===== src/rtl/rtc_pkg.sv =====
`timescale 1ns/1ps
package rtc_pkg;
  localparam int NREG  = 8;
  localparam int IDX_W = $clog2(NREG);

  localparam int IX_SEC  = 0;
  localparam int IX_MIN  = 1;
  localparam int IX_HR   = 2;
  localparam int IX_MON  = 3;
  localparam int IX_DATE = 4;
  localparam int IX_YR   = 5;
  localparam int IX_DOW  = 6;
  localparam int IX_CEN  = 7;

  localparam int HR_24 = 7;
  localparam int HR_PM = 5;

  typedef logic [NREG-1:0][7:0] tfile_t;

  // century, dow, year, date, month, hours(24h 00), minutes, seconds
  localparam tfile_t TIME_RST = {8'h20, 8'h00, 8'h00, 8'h01, 8'h01, 8'h80, 8'h00, 8'h00};

  function automatic logic [7:0] bcd_inc(input logic [7:0] v);
    if (v[3:0] >= 4'd9) return {v[7:4] + 4'd1, 4'd0};
    return {v[7:4], v[3:0] + 4'd1};
  endfunction

  // BCD year divisible by 4: odd tens need units 2/6, even tens need 0/4/8
  function automatic logic leap_yr(input logic [7:0] yr);
    if (yr[4]) return (yr[3:0] == 4'd2) || (yr[3:0] == 4'd6);
    return (yr[3:0] == 4'd0) || (yr[3:0] == 4'd4) || (yr[3:0] == 4'd8);
  endfunction

  function automatic logic [7:0] last_day(input logic [7:0] mon, input logic [7:0] yr);
    case (mon)
      8'h02:                      return leap_yr(yr) ? 8'h29 : 8'h28;
      8'h04, 8'h06, 8'h09, 8'h11: return 8'h30;
      default:                    return 8'h31;
    endcase
  endfunction
endpackage


===== src/rtl/rtc_cal_step.sv =====
`timescale 1ns/1ps
module rtc_cal_step
  import rtc_pkg::*;
(
  input  tfile_t cur,
  output tfile_t nxt
);
  logic c_min, c_hr, c_day, c_mon, c_yr, c_cen;

  always_comb begin
    nxt   = cur;
    c_min = 1'b0;
    c_hr  = 1'b0;
    c_day = 1'b0;
    c_mon = 1'b0;
    c_yr  = 1'b0;
    c_cen = 1'b0;

    if (cur[IX_SEC] >= 8'h59) begin
      nxt[IX_SEC] = 8'h00;
      c_min = 1'b1;
    end else nxt[IX_SEC] = bcd_inc(cur[IX_SEC]);

    if (c_min) begin
      if (cur[IX_MIN] >= 8'h59) begin
        nxt[IX_MIN] = 8'h00;
        c_hr = 1'b1;
      end else nxt[IX_MIN] = bcd_inc(cur[IX_MIN]);
    end

    if (c_hr) begin
      if (cur[IX_HR][HR_24]) begin
        if (cur[IX_HR][5:0] >= 6'h23) begin
          nxt[IX_HR] = 8'h80;
          c_day = 1'b1;
        end else nxt[IX_HR] = bcd_inc({2'b00, cur[IX_HR][5:0]}) | 8'h80;
      end else begin
        if (cur[IX_HR][4:0] >= 5'h12) begin
          nxt[IX_HR] = {2'b00, cur[IX_HR][HR_PM], 5'h01};
        end else if (cur[IX_HR][4:0] == 5'h11) begin
          nxt[IX_HR] = {2'b00, ~cur[IX_HR][HR_PM], 5'h12};
          c_day = cur[IX_HR][HR_PM];
        end else begin
          nxt[IX_HR] = bcd_inc({3'b000, cur[IX_HR][4:0]}) | {2'b00, cur[IX_HR][HR_PM], 5'b0};
        end
      end
    end

    if (c_day) begin
      nxt[IX_DOW] = (cur[IX_DOW] >= 8'h06) ? 8'h00 : cur[IX_DOW] + 8'h01;
      if (cur[IX_DATE] >= last_day(cur[IX_MON], cur[IX_YR])) begin
        nxt[IX_DATE] = 8'h01;
        c_mon = 1'b1;
      end else nxt[IX_DATE] = bcd_inc(cur[IX_DATE]);
    end

    if (c_mon) begin
      if (cur[IX_MON] >= 8'h12) begin
        nxt[IX_MON] = 8'h01;
        c_yr = 1'b1;
      end else nxt[IX_MON] = bcd_inc(cur[IX_MON]);
    end

    if (c_yr) begin
      if (cur[IX_YR] >= 8'h99) begin
        nxt[IX_YR] = 8'h00;
        c_cen = 1'b1;
      end else nxt[IX_YR] = bcd_inc(cur[IX_YR]);
    end

    if (c_cen) nxt[IX_CEN] = bcd_inc(cur[IX_CEN]);
  end
endmodule


===== src/rtl/rtc_bus_port.sv =====
`timescale 1ns/1ps
module rtc_bus_port
  import rtc_pkg::*;
(
  input  logic             clk,
  input  logic             rst,
  input  logic             adr_ack,
  input  logic             adr_rd,
  input  logic [IDX_W-1:0] adr_idx,
  input  logic             dat_ack,
  input  logic [7:0]       wr_data,
  input  logic             bus_stop,
  input  logic             bus_abort,
  input  tfile_t           live,
  output logic [7:0]       rd_data,
  output tfile_t           stage,
  output logic [NREG-1:0]  stage_mask,
  output logic             commit
);
  logic             act, rd_mode;
  logic [IDX_W-1:0] ptr;
  tfile_t           snap;

  assign commit = bus_stop && act && !rd_mode && (|stage_mask);

  always_ff @(posedge clk) begin
    if (rst) begin
      act        <= 1'b0;
      rd_mode    <= 1'b0;
      ptr        <= '0;
      snap       <= '0;
      stage      <= '0;
      stage_mask <= '0;
      rd_data    <= '0;
    end else begin
      rd_data <= snap[ptr];
      if (bus_abort || bus_stop) begin
        act        <= 1'b0;
        stage_mask <= '0;
      end else if (adr_ack) begin
        act        <= 1'b1;
        rd_mode    <= adr_rd;
        ptr        <= adr_idx;
        stage_mask <= '0;
        if (adr_rd) snap <= live;
      end else if (dat_ack && act) begin
        ptr <= ptr + 1'b1;
        if (!rd_mode) begin
          stage[ptr]      <= wr_data;
          stage_mask[ptr] <= 1'b1;
        end
      end
    end
  end


  snap_hold_chk: assert property (@(posedge clk) disable iff (rst)
    !(adr_ack && adr_rd) |=> $stable(snap));


  abort_clear_chk: assert property (@(posedge clk) disable iff (rst)
    bus_abort |=> (stage_mask == '0));
endmodule


===== src/rtl/rtc_timekeeper.sv =====
`timescale 1ns/1ps
module rtc_timekeeper
  import rtc_pkg::*;
(
  input  logic             clk,
  input  logic             rst,
  input  logic             tick_1hz,
  input  logic             adr_ack,
  input  logic             adr_rd,
  input  logic [IDX_W-1:0] adr_idx,
  input  logic             dat_ack,
  input  logic [7:0]       wr_data,
  input  logic             bus_stop,
  input  logic             bus_abort,
  output logic [7:0]       rd_data,
  output logic             div_restart
);
  tfile_t          live, nxt, stage;
  logic [NREG-1:0] stage_mask;
  logic            commit, halted;

  rtc_cal_step u_step (.cur(live), .nxt(nxt));

  rtc_bus_port u_port (
    .clk(clk), .rst(rst),
    .adr_ack(adr_ack), .adr_rd(adr_rd), .adr_idx(adr_idx),
    .dat_ack(dat_ack), .wr_data(wr_data),
    .bus_stop(bus_stop), .bus_abort(bus_abort),
    .live(live), .rd_data(rd_data),
    .stage(stage), .stage_mask(stage_mask), .commit(commit)
  );

  always_ff @(posedge clk) begin
    if (rst) begin
      live        <= TIME_RST;
      halted      <= 1'b1;
      div_restart <= 1'b0;
    end else begin
      div_restart <= commit;
      if (commit) begin
        halted <= 1'b0;
        for (int i = 0; i < NREG; i++)
          if (stage_mask[i]) live[i] <= stage[i];
      end else if (tick_1hz && !halted) begin
        live <= nxt;
      end
    end
  end


  halt_hold_chk: assert property (@(posedge clk) disable iff (rst)
    (halted && !commit) |=> $stable(live));


  live_quiet_chk: assert property (@(posedge clk) disable iff (rst)
    (!commit && !tick_1hz) |=> $stable(live));


  restart_chk: assert property (@(posedge clk) disable iff (rst)
    commit |=> (div_restart && !halted));


  sec_wrap_chk: assert property (@(posedge clk) disable iff (rst)
    (tick_1hz && !halted && !commit && live[IX_SEC] == 8'h59) |=> (live[IX_SEC] == 8'h00));
endmodule


===== config.mk =====
export PLATFORM = sky130hd
export DESIGN_NAME = rtc_timekeeper
export DESIGN_NICKNAME = d
export VERILOG_FILES = /design/src/rtl/rtc_pkg.sv /design/src/rtl/rtc_cal_step.sv /design/src/rtl/rtc_bus_port.sv /design/src/rtl/rtc_timekeeper.sv
export SDC_FILE = /design/constraint.sdc
export NUM_CORES = 1
export LEC_CHECK = 0
export BUFFER_PORTS_ARGS = -buffer_cell sky130_fd_sc_hd__buf_2
export CORE_MARGIN = 3
export CORE_UTILIZATION = 45
export DETAILED_ROUTE_END_ITERATION = 10
export SYNTH_ARGS = -nofsm -noshare
export SYNTH_HDL_FRONTEND = slang
export SYNTH_SLANG_ARGS = --single-unit

===== constraint.sdc =====
create_clock -name clk -period 3.39 [get_ports clk]
set_clock_uncertainty 0.05 [all_clocks]
set_input_delay 0.5085 -clock clk [delete_from_list [all_inputs] [get_ports clk]]
set_output_delay 0.5085 -clock clk [all_outputs]
set_load 0.005 [all_outputs]

# [Word-level counts from Yosys, hierarchy flattened]
# Index checks and enable logic that the tools add are counted.
[classes] n_mux=104 magnitude_cmp=17 eq_ne=20 add_sub_neg=17 n_reduce_logical=52 n_bitwise=6
[op_table] operator="8-bit two-way mux" n=45
[op_table] operator="64-bit two-way mux" n=2
[op_table] operator="64-bit bitwise mux" n=1
[op_table] operator="4-bit by 1-bit adder with 4-bit output (second input constant)" n=13
[op_table] operator="1-bit two-way mux" n=47
[op_table] operator="4-bit >= comparator (second input constant)" n=7
[op_table] operator="4-bit AND reduction" n=7
[op_table] operator="3-bit AND reduction" n=9
[op_table] operator="8-bit binary-select mux with 3-bit select" n=1
[op_table] operator="8-bit demux with 3-bit select" n=1
[op_table] operator="7-bit two-way mux" n=3
[op_table] operator="2-bit nonzero test" n=9
[op_table] operator="8-bit by 3-bit == test with 1-bit output (second input constant)" n=2
[op_table] operator="8-bit by 7-bit >= comparator with 1-bit output (second input constant)" n=2
[op_table] operator="2-bit by 1-bit != test with 1-bit output (second input constant)" n=8
[op_table] operator="8-bit case mux with 2 select lines" n=1
[op_table] operator="3-bit nonzero test" n=5
[op_table] operator="8-bit by 1-bit adder with 8-bit output (second input constant)" n=1
[op_table] operator="4-bit by 3-bit == test with 1-bit output (second input constant)" n=2
[op_table] operator="8-bit by 2-bit == test with 1-bit output (second input constant)" n=1
[op_table] operator="8-bit by 4-bit == test with 1-bit output (second input constant)" n=1
[op_table] operator="8-bit by 5-bit == test with 1-bit output (second input constant)" n=1
[op_table] operator="8-bit by 3-bit >= comparator with 1-bit output (second input constant)" n=1
[op_table] operator="8-bit by 5-bit >= comparator with 1-bit output (second input constant)" n=1
[op_table] operator="other kinds (29)" n=45
[word_totals] wordCells=255 in_bits=19 regBits=215 out_inout_bits=9

# [Depth between registers and ports, before layout]
[logic_depth] depth_word=22 ltp_mapped=13 depth_no_buf=13

# [Cells and area by module]
# Synthesis repeated with hierarchy kept, for this count alone.
[unflattened] cells_unflattened=1282 hier_area_um2=11264.6
[by_module_without_submodules] module="rtc_bus_port" cells_each=643 area_each_um2=5771.8 instances=1 seq_area_each_um2=2982.9
[by_module_without_submodules] module="rtc_timekeeper" cells_each=321 area_each_um2=3378.2 instances=1 seq_area_each_um2=1321.3
[by_module_without_submodules] module="rtc_cal_step" cells_each=318 area_each_um2=2114.5 instances=1 seq_area_each_um2=0.0

# [Least setup slack after synthesis]
# Ideal clock, no wire load.
[synth_timing] path_kind="register to register" start="reg live[29] in the netlist's numbering" end="reg live[35] in the netlist's numbering" stages_incl_launch_ff=14 arrival_ns=2.888 setup_time_ns=0.092 n_path_buf=0 required_time_ns=3.248 period_less_slack_ns=3.030 setup_slack_ns=0.360 cell_sequence="dfxtp_1 > inv_1 > ha_1 > nor2b_1 > nand4_1 > nor3_1 > a31oi_1 > ha_1 > nor4b_1 > o221ai_1 > or3_4 > nor3_2 > a21oi_1 > o32ai_1"
[synth_via] elab_chain_cells=9 word_cells_on_any_way=13 classes_between="1 x order compare; 5 x eq/ne; 6 x mux; 1 x reduce/logical"
[synth_rtl] element="start: declaration" line="rtc_timekeeper.sv:18" text="tfile_t live, nxt, stage;"
[synth_rtl] element="start signal: indexed assignment" line="rtc_timekeeper.sv:43" text="if (stage_mask[i]) live[i] <= stage[i];"
[synth_rtl] element="start signal: assignment" line="rtc_timekeeper.sv:45" text="live <= nxt;"
[synth_rtl] element="8-bit by 3-bit == test with 1-bit output, or another cell as far along" line="rtc_pkg.sv:35" text="case (mon)"
[synth_rtl] element="4-bit OR reduction" line="rtc_pkg.sv:35"
[synth_rtl] element="8-bit case mux with 2 select lines *" line="rtc_pkg.sv:35"
[synth_rtl] element="8-bit two-way mux *" line="rtc_cal_step.sv:49" text="if (c_day) begin"
[synth_rtl] element="8-bit >= comparator *" line="rtc_cal_step.sv:51" text="if (cur[IX_DATE] >= last_day(cur[IX_MON], cur[IX_YR])) begin"
[synth_rtl] element="8-bit two-way mux *" line="rtc_cal_step.sv:51"
[synth_rtl] element="8-bit two-way mux *" line="rtc_cal_step.sv:49"
[synth_rtl] element="64-bit two-way mux *" line="rtc_timekeeper.sv:44" text="end else if (tick_1hz && !halted) begin"
[synth_rtl] element="64-bit two-way mux *" line="rtc_timekeeper.sv:40" text="if (commit) begin"
# Mark *: on every way between the ends. The rest lies on a longest branch, timed or not. The select of a mux whose other input is x is not followed.
# A chain may end at the register's enable or synchronous reset.

# [Final worst setup path]
[layout_timing] start="reg live[29] in the netlist's numbering" end="reg live[57] in the netlist's numbering"
[layout_via] elab_chain_cells=11 word_cells_on_any_way=17 classes_between="2 x order compare; 5 x eq/ne; 7 x mux; 3 x reduce/logical"
[layout_rtl] element="8-bit by 3-bit == test with 1-bit output, or another cell as far along" line="rtc_pkg.sv:35"
[layout_rtl] element="4-bit OR reduction" line="rtc_pkg.sv:35"
[layout_rtl] element="8-bit case mux with 2 select lines" line="rtc_pkg.sv:35"
[layout_rtl] element="8-bit two-way mux" line="rtc_cal_step.sv:49"
[layout_rtl] element="8-bit >= comparator" line="rtc_cal_step.sv:51"
[layout_rtl] element="1-bit two-way mux" line="rtc_cal_step.sv:51"
[layout_rtl] element="1-bit two-way mux" line="rtc_cal_step.sv:49"
[layout_rtl] element="1-bit two-way mux *" line="rtc_cal_step.sv:57" text="if (c_mon) begin"
[layout_rtl] element="1-bit two-way mux *" line="rtc_cal_step.sv:64" text="if (c_yr) begin"
[layout_rtl] element="2-bit nonzero test (no source line) *"
[layout_rtl] element="3-bit AND reduction (no source line) *"
# Marked as above.

==> results.ini <==
[synth]
yosysWarningCount=0
yosysMostFrequentCell=sky130_fd_sc_hd__dfxtp_1
synth.yosys.seq_area_share_pct=41.6
synth_enable_flop_cells=0
synth_area_um2=10400
synth.avg_cell_area_um2=8.54
ys_seq_elements=215
synth_top_area_share_pct=41.6
cell_taking_the_most_area_after_synthesis=sky130_fd_sc_hd__dfxtp_1
netlist_top_cells_count=sky130_fd_sc_hd__dfxtp_1, sky130_fd_sc_hd__nand2_1, sky130_fd_sc_hd__nor2_1
most_frequently_used_flop_master_after_synthesis=sky130_fd_sc_hd__dfxtp_1
postSynthNetCount=1277
yosys-top-cells-area=sky130_fd_sc_hd__dfxtp_1, sky130_fd_sc_hd__mux2i_1, sky130_fd_sc_hd__nand2_1
post_synth_num_cell_types=75
count_of_mapped_cells_out_of_synthesis=1213
async_flop_share_pct=0

[setup_path]
crit_path_max_incr_delay_ns=0.33
worstSetupPathType=reg2reg
cp.required_ns=3.77
path_max_fanout=8
worstReg2RegStart=live[29]
rr_endpoint=live[57]
critical_path.slowest_cell=sky130_fd_sc_hd__dfxtp_1
endpoint_class_of_the_critical_path=flop
worst_path_dominant_cell_family=simple AND/OR/NAND/NOR gates
timing.critical_path.from_type=flop
path_depth=14
r2r_cells=14
path_cells=inv_2 > ha_1 > nor2b_2 > nand4_1 > nor3_1 > a31oi_1 > ha_1 > nor4b_4 > o221ai_1 > buf_4 > and3_1 > a31oi_4 > a211oi_1 > a211oi_1
r2r_setup_slack_ns=0.32
arrival_ns=3.46
path_buf_inv=2

[route]
wire_per_inst_um=19.2
firstDrtPassIters=5
drt-total-wl_mm=29.0
drtIter0Drc=599
route.vias.total=8669
remaining_number_of_nets_flagged_by_the_antenna_check_after_routing=0
drcViolationCount=0
routed_via_density=5.73

[final_layout]
final_area_um2=11600
drive_gt1_share_pct=11.6
fin_nets=1279
final_util_pct=52.4
filler_cell_count=2116
area_taken_by_flip_flops_and_latches_um2=4310
syn2layout_area_growth_pct=12.4
num_antenna_cells=0
final-instance-count-excl-fill=1514
multi_input_comb_area_um2=5600

[timing]
final.min_clock_period_ns=3.07
final-max-slew-violation-count=0
worstMarginPinSlew_ns=0.988
timing.final.hold_violations=0
final_min_period_over_clock_period_pct=90.7
rsz_0062_raised_after_global_routing=false
setup_viol=0
fmax_mhz=325
slew_headroom_pct=34.0
setup_total_negative_slack_ns=0

[min_path]
hold-path-endpoint=u_port.ptr[0]
holdCritStartpoint=adr_idx[0]
worstHoldPathCells=3
hold_class=in2reg

[clocking]
tritoncts_num_sinks=215
ctsLongestPathBuffers=3
cts_tree=yes
clk_latency_ns=0.52
cts.root.buffer_cell=sky130_fd_sc_hd__clkbuf_16
clk_pin_slew_ns=0.06
cts_max_level=1
numCtsBuffers=26

[floorplanning]
design.die.area_um2=24900
die_w_um=158
die-height_um=158
fp-row-count=54
start_util_pct=46.6
total_core_area_um2=22200
top_level_ports=28

[outcome]
outcome=finished clean

[grt]
grt_max_degree=77
antenna_found_initial=0
congestion_overflow_gr=0
grt_pass1_wl_mm=45.7
grt_use_total_pct=23.1
number_of_global_route_vias_before_repair=8044

[power]
vdd.ir_drop.worst_mv=0.325
p_leak_uw=0.00398
totalPowerFinal_uw=5490
power-per-cell-area_nw_per_um2=471

[placement]
hpwlAfterDp_mm=19.6
gp_congestion=0.893
placement.io_buffers=27
dp_cells=1466
postPlaceCellArea_um2=10700

[run]
drv.max_cap_violation_count=0

==> placed cells by master (no fill, tap or decap), types with 3 or more instances in the layout <==
cell	Yosys	final
sky130_fd_sc_hd__dfxtp_1	215	214
sky130_fd_sc_hd__nand2_1	184	184
sky130_fd_sc_hd__nor2_1	133	133
sky130_fd_sc_hd__a21oi_1	127	127
sky130_fd_sc_hd__mux2i_1	79	79
sky130_fd_sc_hd__ha_1	45	45
sky130_fd_sc_hd__o21ai_0	37	37
sky130_fd_sc_hd__inv_1	35	34
sky130_fd_sc_hd__nand3_1	35	34
sky130_fd_sc_hd__a211oi_1	28	28
sky130_fd_sc_hd__clkbuf_16	0	27
sky130_fd_sc_hd__buf_2	5	26
sky130_fd_sc_hd__buf_4	3	26
sky130_fd_sc_hd__nor3_1	24	23
sky130_fd_sc_hd__nand2b_1	18	18
sky130_fd_sc_hd__mux4_2	11	11
sky130_fd_sc_hd__a221oi_1	9	9
sky130_fd_sc_hd__clkbuf_8	0	9
sky130_fd_sc_hd__a22oi_1	8	8
sky130_fd_sc_hd__nor3b_1	7	7
sky130_fd_sc_hd__and2_1	7	7
sky130_fd_sc_hd__and3_1	8	7
sky130_fd_sc_hd__nand3b_1	7	7
sky130_fd_sc_hd__clkbuf_1	55	7
sky130_fd_sc_hd__a32o_1	6	6
sky130_fd_sc_hd__nor2_2	6	6
sky130_fd_sc_hd__nand4_1	5	5
sky130_fd_sc_hd__a31oi_1	5	5
sky130_fd_sc_hd__xnor2_1	5	5
sky130_fd_sc_hd__o31ai_1	5	5
sky130_fd_sc_hd__a2111oi_0	5	5
sky130_fd_sc_hd__a21o_1	5	5
sky130_fd_sc_hd__nor2b_1	5	4
sky130_fd_sc_hd__a211o_1	4	4
sky130_fd_sc_hd__nor3_2	3	4
sky130_fd_sc_hd__o32ai_1	4	4
sky130_fd_sc_hd__mux2_2	3	3
sky130_fd_sc_hd__o31a_1	3	3
sky130_fd_sc_hd__a311oi_1	3	3
sky130_fd_sc_hd__clkinv_2	0	3
==> layer usage <==
layer	global-route usage, %	wire [µm]	vias to the layer above
met5	0	0	-
met4	4.79	508	0
met3	3.47	1660	37
met2	35.3	12800	237
met1	34.7	14100	4120
li1	-	-	4275
==> cell type report <==
class | count | share of cell area [%]
Clock buffer | 43 | 7.10
Clock inverter | 4 | 0.387
Inverter | 35 | 1.13
Multi-Input combinational cell | 882 | 48.1
Sequential cell | 215 | 37.0
Tap cell | 280 | 3.01
Timing Repair Buffer | 55 | 3.24
==> report_power, final <==
part | leakage (µW) | switching, µW | internal (µW) | total [µW]
Clock | 0.000432 | 1060 | 1720 | 2780
Combinational | 0.00182 | 118 | 40.5 | 158
Sequential | 0.00173 | 10.7 | 2530 | 2540
Total | 0.00398 | 1190 | 4300 | 5490
==> worst reg2reg max path: cells and delay by family (launching register included) <==
| kind | cells | cell delay [ns] |
|---|---|---|
| simple gates | 5 | 1.00 |
| compound gates | 5 | 0.85 |
| buf+inv | 2 | 0.29 |
| fa+ha+maj | 2 | 0.48 |
| flops | 1 | 0.33 |
==> registers in the layout, summed over array words and instances (netlist names) <==
name               count
live                  64
u_port.snap           64
u_port.stage          64
u_port.rd_data         8
u_port.stage_mask      8
u_port.ptr             3
div_restart            1
halted                 1
u_port.act             1
u_port.rd_mode         1
==> kinds of logic after synthesis <==
logic type / count (synthesis) / share of synthesized area, %
muxes: 93 / 10.4
DFF: 215 / 41.6
buffers and inverters: 116 / 4.66
adders and majority gates: 45 / 5.44
and+or+nand+nor: 462 / 20.2
AOI/OAI and AO/OA: 277 / 17.3
xor gates and xnor gates: 5 / 0.423
==> repair_timing <==
action	CTS	global route
hold buffers	0	0
gates resized for setup	0	6
setup buffers	0	1
endpoints found under the setup margin	0	31
==> worst max path at each step <==
stage              from        to  slack [ns]
2_1_floorplan  live[29]  live[35]        0.36
3_3_place_gp   live[29]  live[34]        0.20
3_5_place_dp   live[29]  live[35]        0.11
4_1_cts        live[29]  live[57]        0.09
5_1_grt        live[41]  live[35]        0.02
6_report       live[29]  live[57]        0.32
==> through the flow <==
| stage | setup slack, ns | hold WS, ns |
|---|---|---|
| 3_5_place_dp | 0.109 | 0.398 |
| 5_1_grt | 0.0158 | 0.246 |
| 4_1_cts | 0.0857 | 0.225 |
| 2_1_floorplan | 0.360 | 0.382 |
| 3_3_place_gp | 0.197 | 0.395 |
| 6_report | 0.315 | 0.245 |
Note: power is estimated with default switching activity, not from simulation.
